## config.mk

```make
export PLATFORM = sky130hd
export DESIGN_NAME = pwm_lock_chan
export DESIGN_NICKNAME = d
export VERILOG_FILES = /design/src/rtl/pwm_lock_pkg.sv /design/src/rtl/pwm_lock_regs.sv /design/src/rtl/pwm_lock_core.sv /design/src/rtl/pwm_lock_chan.sv
export SDC_FILE = /design/constraint.sdc
export NUM_CORES = 1
export LEC_CHECK = 0
export BUFFER_PORTS_ARGS = -buffer_cell sky130_fd_sc_hd__buf_2
export CORE_UTILIZATION = 45
export CTS_CLUSTER_DIAMETER = 150
export DETAILED_ROUTE_END_ITERATION = 16
export PLACE_DENSITY = 0.66
export SYNTH_ARGS = -nofsm -noshare
export SYNTH_HDL_FRONTEND = slang
export SYNTH_SLANG_ARGS = --single-unit
```

## constraint.sdc

```tcl
create_clock -name clk_i -period 8.7 [get_ports clk_i]
set_clock_uncertainty 0.1 [all_clocks]
set_input_delay 1.74 -clock clk_i [delete_from_list [all_inputs] [get_ports clk_i]]
set_output_delay 1.74 -clock clk_i [all_outputs]
set_load 0.01 [all_outputs]
```

## src/rtl/pwm_lock_pkg.sv

```systemverilog
package pwm_lock_pkg;
  localparam int unsigned ADDR_W = 4;

  localparam logic [ADDR_W-1:0] OFF_CNT  = 4'h0;
  localparam logic [ADDR_W-1:0] OFF_PER  = 4'h4;
  localparam logic [ADDR_W-1:0] OFF_DUTY = 4'h8;
  localparam logic [ADDR_W-1:0] OFF_CTRL = 4'hC;

  localparam int unsigned B_EN      = 0;
  localparam int unsigned B_CONT    = 1;
  localparam int unsigned B_DUTY_HI = 3;
  localparam int unsigned B_IDLE_HI = 4;
  localparam int unsigned B_LOCK    = 6;
endpackage

```

## src/rtl/pwm_lock_regs.sv

```systemverilog
module pwm_lock_regs
  import pwm_lock_pkg::*;
#(
  parameter int unsigned DATA_W = 32
) (
  input  logic              clk_i,
  input  logic              rst_ni,
  input  logic              wr_en_i,
  input  logic [ADDR_W-1:0] addr_i,
  input  logic [DATA_W-1:0] wdata_i,
  input  logic [DATA_W-1:0] cnt_i,
  input  logic              bound_i,
  output logic [DATA_W-1:0] rdata_o,
  output logic              run_o,
  output logic [DATA_W-1:0] act_period_o,
  output logic [DATA_W-1:0] act_duty_o,
  output logic              act_duty_hi_o,
  output logic              act_idle_hi_o
);
  logic [DATA_W-1:0] per_q, duty_q, ctrl_q;
  logic              lock, take;

  always_ff @(posedge clk_i or negedge rst_ni) begin
    if (!rst_ni) begin
      per_q  <= '0;
      duty_q <= '0;
      ctrl_q <= '0;
    end else if (wr_en_i) begin
      if (addr_i == OFF_PER)  per_q  <= wdata_i;
      if (addr_i == OFF_DUTY) duty_q <= wdata_i;
      if (addr_i == OFF_CTRL) ctrl_q <= wdata_i;
    end
  end

  assign lock  = ctrl_q[B_LOCK];
  assign run_o = ctrl_q[B_EN] & ctrl_q[B_CONT];
  // copy into the active set only between periods or while stopped
  assign take  = !lock && (!run_o || bound_i);

  always_ff @(posedge clk_i or negedge rst_ni) begin
    if (!rst_ni) begin
      act_period_o  <= '0;
      act_duty_o    <= '0;
      act_duty_hi_o <= 1'b0;
      act_idle_hi_o <= 1'b0;
    end else if (take) begin
      act_period_o  <= per_q;
      act_duty_o    <= duty_q;
      act_duty_hi_o <= ctrl_q[B_DUTY_HI];
      act_idle_hi_o <= ctrl_q[B_IDLE_HI];
    end
  end

  always_comb begin
    unique case (addr_i)
      OFF_CNT:  rdata_o = cnt_i;
      OFF_PER:  rdata_o = per_q;
      OFF_DUTY: rdata_o = duty_q;
      OFF_CTRL: rdata_o = ctrl_q;
      default:  rdata_o = '0;
    endcase
  end

  AST_MID_HOLD: assert property (@(posedge clk_i) disable iff (!rst_ni)
    run_o && !bound_i |=> $stable(act_period_o) && $stable(act_duty_o)
                          && $stable(act_duty_hi_o) && $stable(act_idle_hi_o));
  AST_LOCK_HOLD: assert property (@(posedge clk_i) disable iff (!rst_ni)
    lock |=> $stable(act_period_o) && $stable(act_duty_o));
endmodule

```

## src/rtl/pwm_lock_core.sv

```systemverilog
module pwm_lock_core #(
  parameter int unsigned DATA_W = 32
) (
  input  logic              clk_i,
  input  logic              rst_ni,
  input  logic              run_i,
  input  logic [DATA_W-1:0] period_i,
  input  logic [DATA_W-1:0] duty_i,
  input  logic              duty_hi_i,
  input  logic              idle_hi_i,
  output logic [DATA_W-1:0] cnt_o,
  output logic              bound_o,
  output logic              pwm_o
);
  localparam logic [DATA_W-1:0] ONE = DATA_W'(1);

  logic [DATA_W-1:0] cnt_q;
  logic              per_zero;

  assign per_zero = (period_i == '0);
  assign bound_o  = per_zero || (cnt_q == period_i - ONE);

  always_ff @(posedge clk_i or negedge rst_ni) begin
    if (!rst_ni)      cnt_q <= '0;
    else if (!run_i)  cnt_q <= '0;
    else if (bound_o) cnt_q <= '0;
    else              cnt_q <= cnt_q + ONE;
  end

  always_comb begin
    if (!run_i || per_zero) pwm_o = idle_hi_i;
    else if (cnt_q < duty_i) pwm_o = duty_hi_i;
    else pwm_o = idle_hi_i;
  end

  assign cnt_o = cnt_q;

  AST_CNT_HELD: assert property (@(posedge clk_i) disable iff (!rst_ni)
    !run_i |=> cnt_q == '0);
  AST_CNT_RANGE: assert property (@(posedge clk_i) disable iff (!rst_ni)
    run_i && !per_zero |-> cnt_q < period_i);
  AST_FULL_DUTY: assert property (@(posedge clk_i) disable iff (!rst_ni)
    run_i && !per_zero && duty_i >= period_i |-> pwm_o == duty_hi_i);
endmodule

```

## src/rtl/pwm_lock_chan.sv

```systemverilog
module pwm_lock_chan
  import pwm_lock_pkg::*;
#(
  parameter int unsigned DATA_W = 32
) (
  input  logic              clk_i,
  input  logic              rst_ni,
  input  logic              wr_en_i,
  input  logic [ADDR_W-1:0] addr_i,
  input  logic [DATA_W-1:0] wdata_i,
  output logic [DATA_W-1:0] rdata_o,
  output logic              pwm_o
);
  logic [DATA_W-1:0] cnt, act_period, act_duty;
  logic              bound, run, act_duty_hi, act_idle_hi;

  pwm_lock_regs #(.DATA_W(DATA_W)) u_regs (
    .clk_i         (clk_i),
    .rst_ni        (rst_ni),
    .wr_en_i       (wr_en_i),
    .addr_i        (addr_i),
    .wdata_i       (wdata_i),
    .cnt_i         (cnt),
    .bound_i       (bound),
    .rdata_o       (rdata_o),
    .run_o         (run),
    .act_period_o  (act_period),
    .act_duty_o    (act_duty),
    .act_duty_hi_o (act_duty_hi),
    .act_idle_hi_o (act_idle_hi)
  );

  pwm_lock_core #(.DATA_W(DATA_W)) u_core (
    .clk_i     (clk_i),
    .rst_ni    (rst_ni),
    .run_i     (run),
    .period_i  (act_period),
    .duty_i    (act_duty),
    .duty_hi_i (act_duty_hi),
    .idle_hi_i (act_idle_hi),
    .cnt_o     (cnt),
    .bound_o   (bound),
    .pwm_o     (pwm_o)
  );
endmodule

```

Word-level counts from Yosys, hierarchy flattened
Index checks and enable logic that the tools add are counted.
Storage, ports and cells
  bits in registers: 194
  output and inout port bits: 33
  bits of input ports: 39
  logic and storage cells: 32
Operators by class
  reductions and logical operators: 11
  mux-type cells: 5
  add/sub/neg operators: 2
  bitwise logic cells: 1
  magnitude comparators: 1
  eq/ne operators: 4
Operators with widths (count)
  $pmux 32 s4: 1
  $mux 32: 2
  $add 32x1->32 const B: 1
  $eq 32x32->1: 1
  $logic_not 32->1: 1
  $lt 32x32->1: 1
  $sub 32x1->32 const B: 1
  $eq 4x4->1 const B: 2
  $reduce_and 2->1: 3
  $eq 4x3->1 const B: 1
  $logic_not 4->1: 1
  $logic_or 1x1->1: 3
  $logic_not 1->1: 2
  $mux 1: 2
  $and 1x1->1: 1
  $logic_and 1x1->1: 1

Depth between registers and ports, before layout
  word-level depth: 5
  depth in mapped cells: 13
  gate-level depth less buffers: 10

Hierarchy
Synthesis repeated with hierarchy kept, for this count alone.
Second synthesis, totals
  cells, all modules: 914
  area total of the unflattened synthesis: 10710.3 µm²
By module, submodules not included
  pwm_lock_regs: seq. area each 4053.9 µm², area each 6820.3 µm², instances 1, cells an instance 460
  pwm_lock_core: seq. area each 800.8 µm², area each 3890.0 µm², instances 1, cells an instance 454

Least setup slack after synthesis
OpenSTA, ideal clock, no wires.
  kind: input port to output port
  from: input addr_i[1]
  to: output rdata_o[10]
  arrival time: 3.006 ns
  slack: 3.854 ns
  cell stages on the path: 4
  path buffers: 1
  cell sequence: nor4b_1 -> clkbuf_1 -> a22o_1 -> a221o_1
Between the ends
  cells in the longest elaborated chain, start to end: 2
  elaborated cells between the ends (all ways): 5
RTL lines
  from (decl): RTL line pwm_lock_chan.sv:9  | input logic [ADDR_W-1:0] addr_i,
  $eq 4x4->1 (tied with other cells): RTL line pwm_lock_regs.sv:55  | unique case (addr_i)
  $pmux 32 s4 (*): RTL line pwm_lock_regs.sv:55
  to (decl): RTL line pwm_lock_chan.sv:11  | output logic [DATA_W-1:0] rdata_o,
Mark *: on every way between the ends. The rest lies on a longest branch, timed or not.

Worst setup path in the final report
  from: register u_core.cnt_q[17] (netlist: u_core.cnt_o[17])
  to: output pwm_o
Between the ends
  cells in the longest elaborated chain, start to end: 3
RTL lines
  from (decl): RTL line pwm_lock_core.sv:17  | logic [DATA_W-1:0] cnt_q;
  from (signal assigned): RTL line pwm_lock_core.sv:27  | else cnt_q <= cnt_q + ONE;
  $lt 32x32->1: RTL line pwm_lock_core.sv:32  | else if (cnt_q < duty_i) pwm_o = duty_hi_i;
  $mux 1: RTL line pwm_lock_core.sv:32
  $mux 1: RTL line pwm_lock_core.sv:31  | if (!run_i || per_zero) pwm_o = idle_hi_i;
  to (decl): RTL line pwm_lock_chan.sv:12  | output logic pwm_o
No other way between the ends.

==> out/summary.txt <==
Async SR Flop Fraction -> 100%
Die width -> 162 microns
Port Buffers -> 71
Unique cell type count in the Yosys netlist -> 58
Die area -> 26100 sq um
Vias per cell -> 5.89
Flop and latch count out of synthesis -> 194
# rows -> 58
RSZ-0062 raised after global routing -> false
Clock transition at path regs -> 0.07 ns
Vias in the first global route -> 8762
Slew Limit Fails -> 0
Initial Util -> 45.7%
CTS Hold Bufs -> 0
Commonest cells after routing, fill and taps aside -> dfrtp_1, nand2_1, mux2_2
Post-Route WL -> 30000 microns
Post-Synth Simple-Gate Area -> 18.9%
Achievable Freq -> 0.190 GHz
Worst-Margin Slew -> 1.28 ns
Avg Cell Area, Syn -> 9.82 sq um
Setup bufs post-CTS -> 0
Most used DFF post-synth -> dfrtp_1
Fin crit period -> 5.25 ns
Filler cells -> 2375
Final hold violations -> 0
Largest family of logic cells by synthesized area -> simple AND/OR/NAND/NOR gates
Nets@finish -> 1258
Proportion of layout cells with a drive suffix above 1 -> 19.4%
DRT antenna net count -> 0
ANT cells -> 0
Bufs and invs on worst path -> 1
Slowest CP cell -> dfrtp_1
Total number of vias -> 8995
Top cell family by delay on the critical path -> compound AO/OA/AOI/OAI gates
Hold Crit Class -> register to register
Critical-path maximum fanout -> 8
Area share of fa/ha/maj cells after synthesis -> 3.71%
Sequential area share after synthesis -> 42.3%
Largest net degree at the start of global routing -> 118
Slew HR -> 14.4%
First-pass GRT wire length -> 48700 microns
Setup CP Type -> register to output port
Critical Path Most Common Cell -> a21o_1
DRT Pass-1 Iters -> 5
Synthesized area -> 11500 sq um
Root buf cell -> clkbuf_16
Setup TNS -> 0 ns
Layout area overhead -> 10.2%
Worst path required time -> 6.86 ns
Mapped Cells -> 1168
Final setup fails -> 0
Cts repair resizes -> 0
Sink Count -> 194
Synth Warn # -> 0
CP Cell Sequence -> ha_1 > a21o_1 > a21o_1 > a21o_1 > a21o_1 > a221oi_1 > o221ai_1 > a31oi_1 > mux2_2 > buf_2
Compound-Gate Fraction of Synth Area -> 15.1%
EDFF count, synth -> 0
CTS Buffer Depth -> 2
Mapped Nets -> 1241
Placer Congestion -> 0.822
CP Launch Type -> register
Die Y -> 162 microns
Worst path arrival time -> 3.41 ns
Crit end category -> output port
Clk Latency, worst-skew pair -> 0.44 ns
Final Power -> 3240 uW
Gr usage total -> 23.7%
Placement-stage cell area -> 12000 sq um
VDD IR max -> 0.150 mV
Core Region -> 25100 sq um
GRT overflow -> 0
H-tree Lvls -> 4
Status -> finished, final reports clean
DRT iter0 DRCs -> 566
DRC -> 0
Pwr Density -> 257 nW/um^2
Initial antenna violation count -> 0
Period utilization -> 60.4%
Post-DP HPWL -> 19800 microns
Worst stage delay on the critical path -> 0.60 ns
Xor/xnor share of the synthesized area -> 5.65%
Commonest non-fill, non-tap cell in the layout -> dfrtp_1
Leak pwr -> 0.00551 uW
CTS tree -> built
Drt wl/cell -> 19.6 microns
I/O pins -> 72
Total of max-cap violations -> 0
Num CTS Buffers -> 17
Final instance area -> 12600 sq um
Mux share of post-synthesis cell area -> 9.80%
[cell usage after synthesis (4+ instances only)]
library cell / number / area (sq um)
a21o_1: 9 / 67.6
a21oi_1: 8 / 40.0
a221o_1: 32 / 320
a22o_1: 32 / 280
a31oi_1: 70 / 438
and2_1: 67 / 419
and3_1: 9 / 56.3
buf_1: 9 / 33.8
buf_2: 16 / 80.1
buf_6: 4 / 45.0
clkbuf_1: 57 / 214
dfrtp_1: 194 / 4850
ha_1: 34 / 425
inv_1: 37 / 139
mux2_2: 98 / 1100
nand2_1: 99 / 372
nand2b_1: 4 / 25.0
nand3_1: 15 / 75.1
nand3b_1: 4 / 30.0
nand4_1: 13 / 81.3
nor2_1: 23 / 86.3
nor2b_1: 71 / 444
nor3_1: 44 / 220
nor4_1: 13 / 81.3
o211ai_1: 4 / 30.0
o21ai_0: 36 / 180
o21ai_1: 40 / 200
or3_1: 6 / 37.5
or4_1: 7 / 52.6
xnor2_1: 36 / 315
xor2_1: 38 / 333
[sequential cells by signal, summed over array words and instances (netlist names)]
name	cells
u_regs.per_q	32
u_regs.act_period_o	32
u_regs.act_duty_hi_o	1
u_regs.duty_q	32
u_regs.ctrl_q	32
u_regs.act_duty_o	32
u_regs.act_idle_hi_o	1
u_core.cnt_o	32
[metal layers]
layer,track usage [%],vias up,share of wire (%)
li1,-,4236,-
met1,35.9,4475,49
met2,35.2,261,44
met3,4.08,23,5.3
met4,5.19,0,1.2
met5,0,-,0
[area by class of cell]
type                    instances  area, sq um  area share, %
flip-flops and latches        194         4860           38.4
clock inverters                13          166           1.32
clock buffers                  19          453           3.58
multi-input cells             850         6140           48.6
well taps                     330          413           3.27
inverters                      37          139           1.10
repair buffers                 85          469           3.71
[power breakdown]
part	leakage, uW	switching [uW]	total [uW]	internal (uW)
clock	0.000303	376	828	452
sequential	0.00245	248	1390	1140
combinational	0.00276	571	1020	452
[worst register-to-register path: stages (launching register included)]
cell and delay (ns):
dfrtp_1 0.52, nor4_4 0.44, nand4_2 0.30, nor4_1 0.52, mux2_2 0.40, a31o_2 0.22, a21oi_4 0.81, buf_4 0.53
and2_1 1.04, nor3_1 0.13
[worst paths after layout]
path,from,end,slack [ns],cells after the start
min in group asynchronous,rst_ni,u_regs.act_duty_o[27]$_DFFE_PN0P_,1.29,1
setup reg to reg,u_regs.act_period_o[2]$_DFFE_PN0P_,u_core.cnt_o[16]$_DFF_PN0_,3.51,9
hold reg to reg,u_regs.ctrl_q[19]$_DFFE_PN0P_,u_regs.ctrl_q[19]$_DFFE_PN0P_,0.41,1
hold / removal,u_regs.ctrl_q[19]$_DFFE_PN0P_,u_regs.ctrl_q[19]$_DFFE_PN0P_,0.41,1
max in group asynchronous,rst_ni,u_regs.ctrl_q[6]$_DFFE_PN0P_,5.48,2
setup / recovery,u_core.cnt_o[17]$_DFF_PN0_,pwm_o,3.45,10
[per-stage QoR]
step           hold WS [ns]  util [%]  setup slack, ns  std cells
2_1_floorplan         0.380         -             3.85       1168
3_3_place_gp          0.388      47.9             3.69       1496
3_5_place_dp          0.393      47.9             3.60       1496
4_1_cts               0.412      50.3             3.47       1528
5_1_grt               0.416      50.3             3.12       1528
6_report              0.409      50.3             3.45       1528
[logic make-up after synthesis]
logic type,count (synthesis)
xor gates and xnor gates,74
muxes,100
AOI/OAI and AO/OA,249
and+or+nand+nor,393
buffers and inverters,124
DFF,194
adders and majority gates,34
No activity file was read; power rests on OpenSTA's default activity.
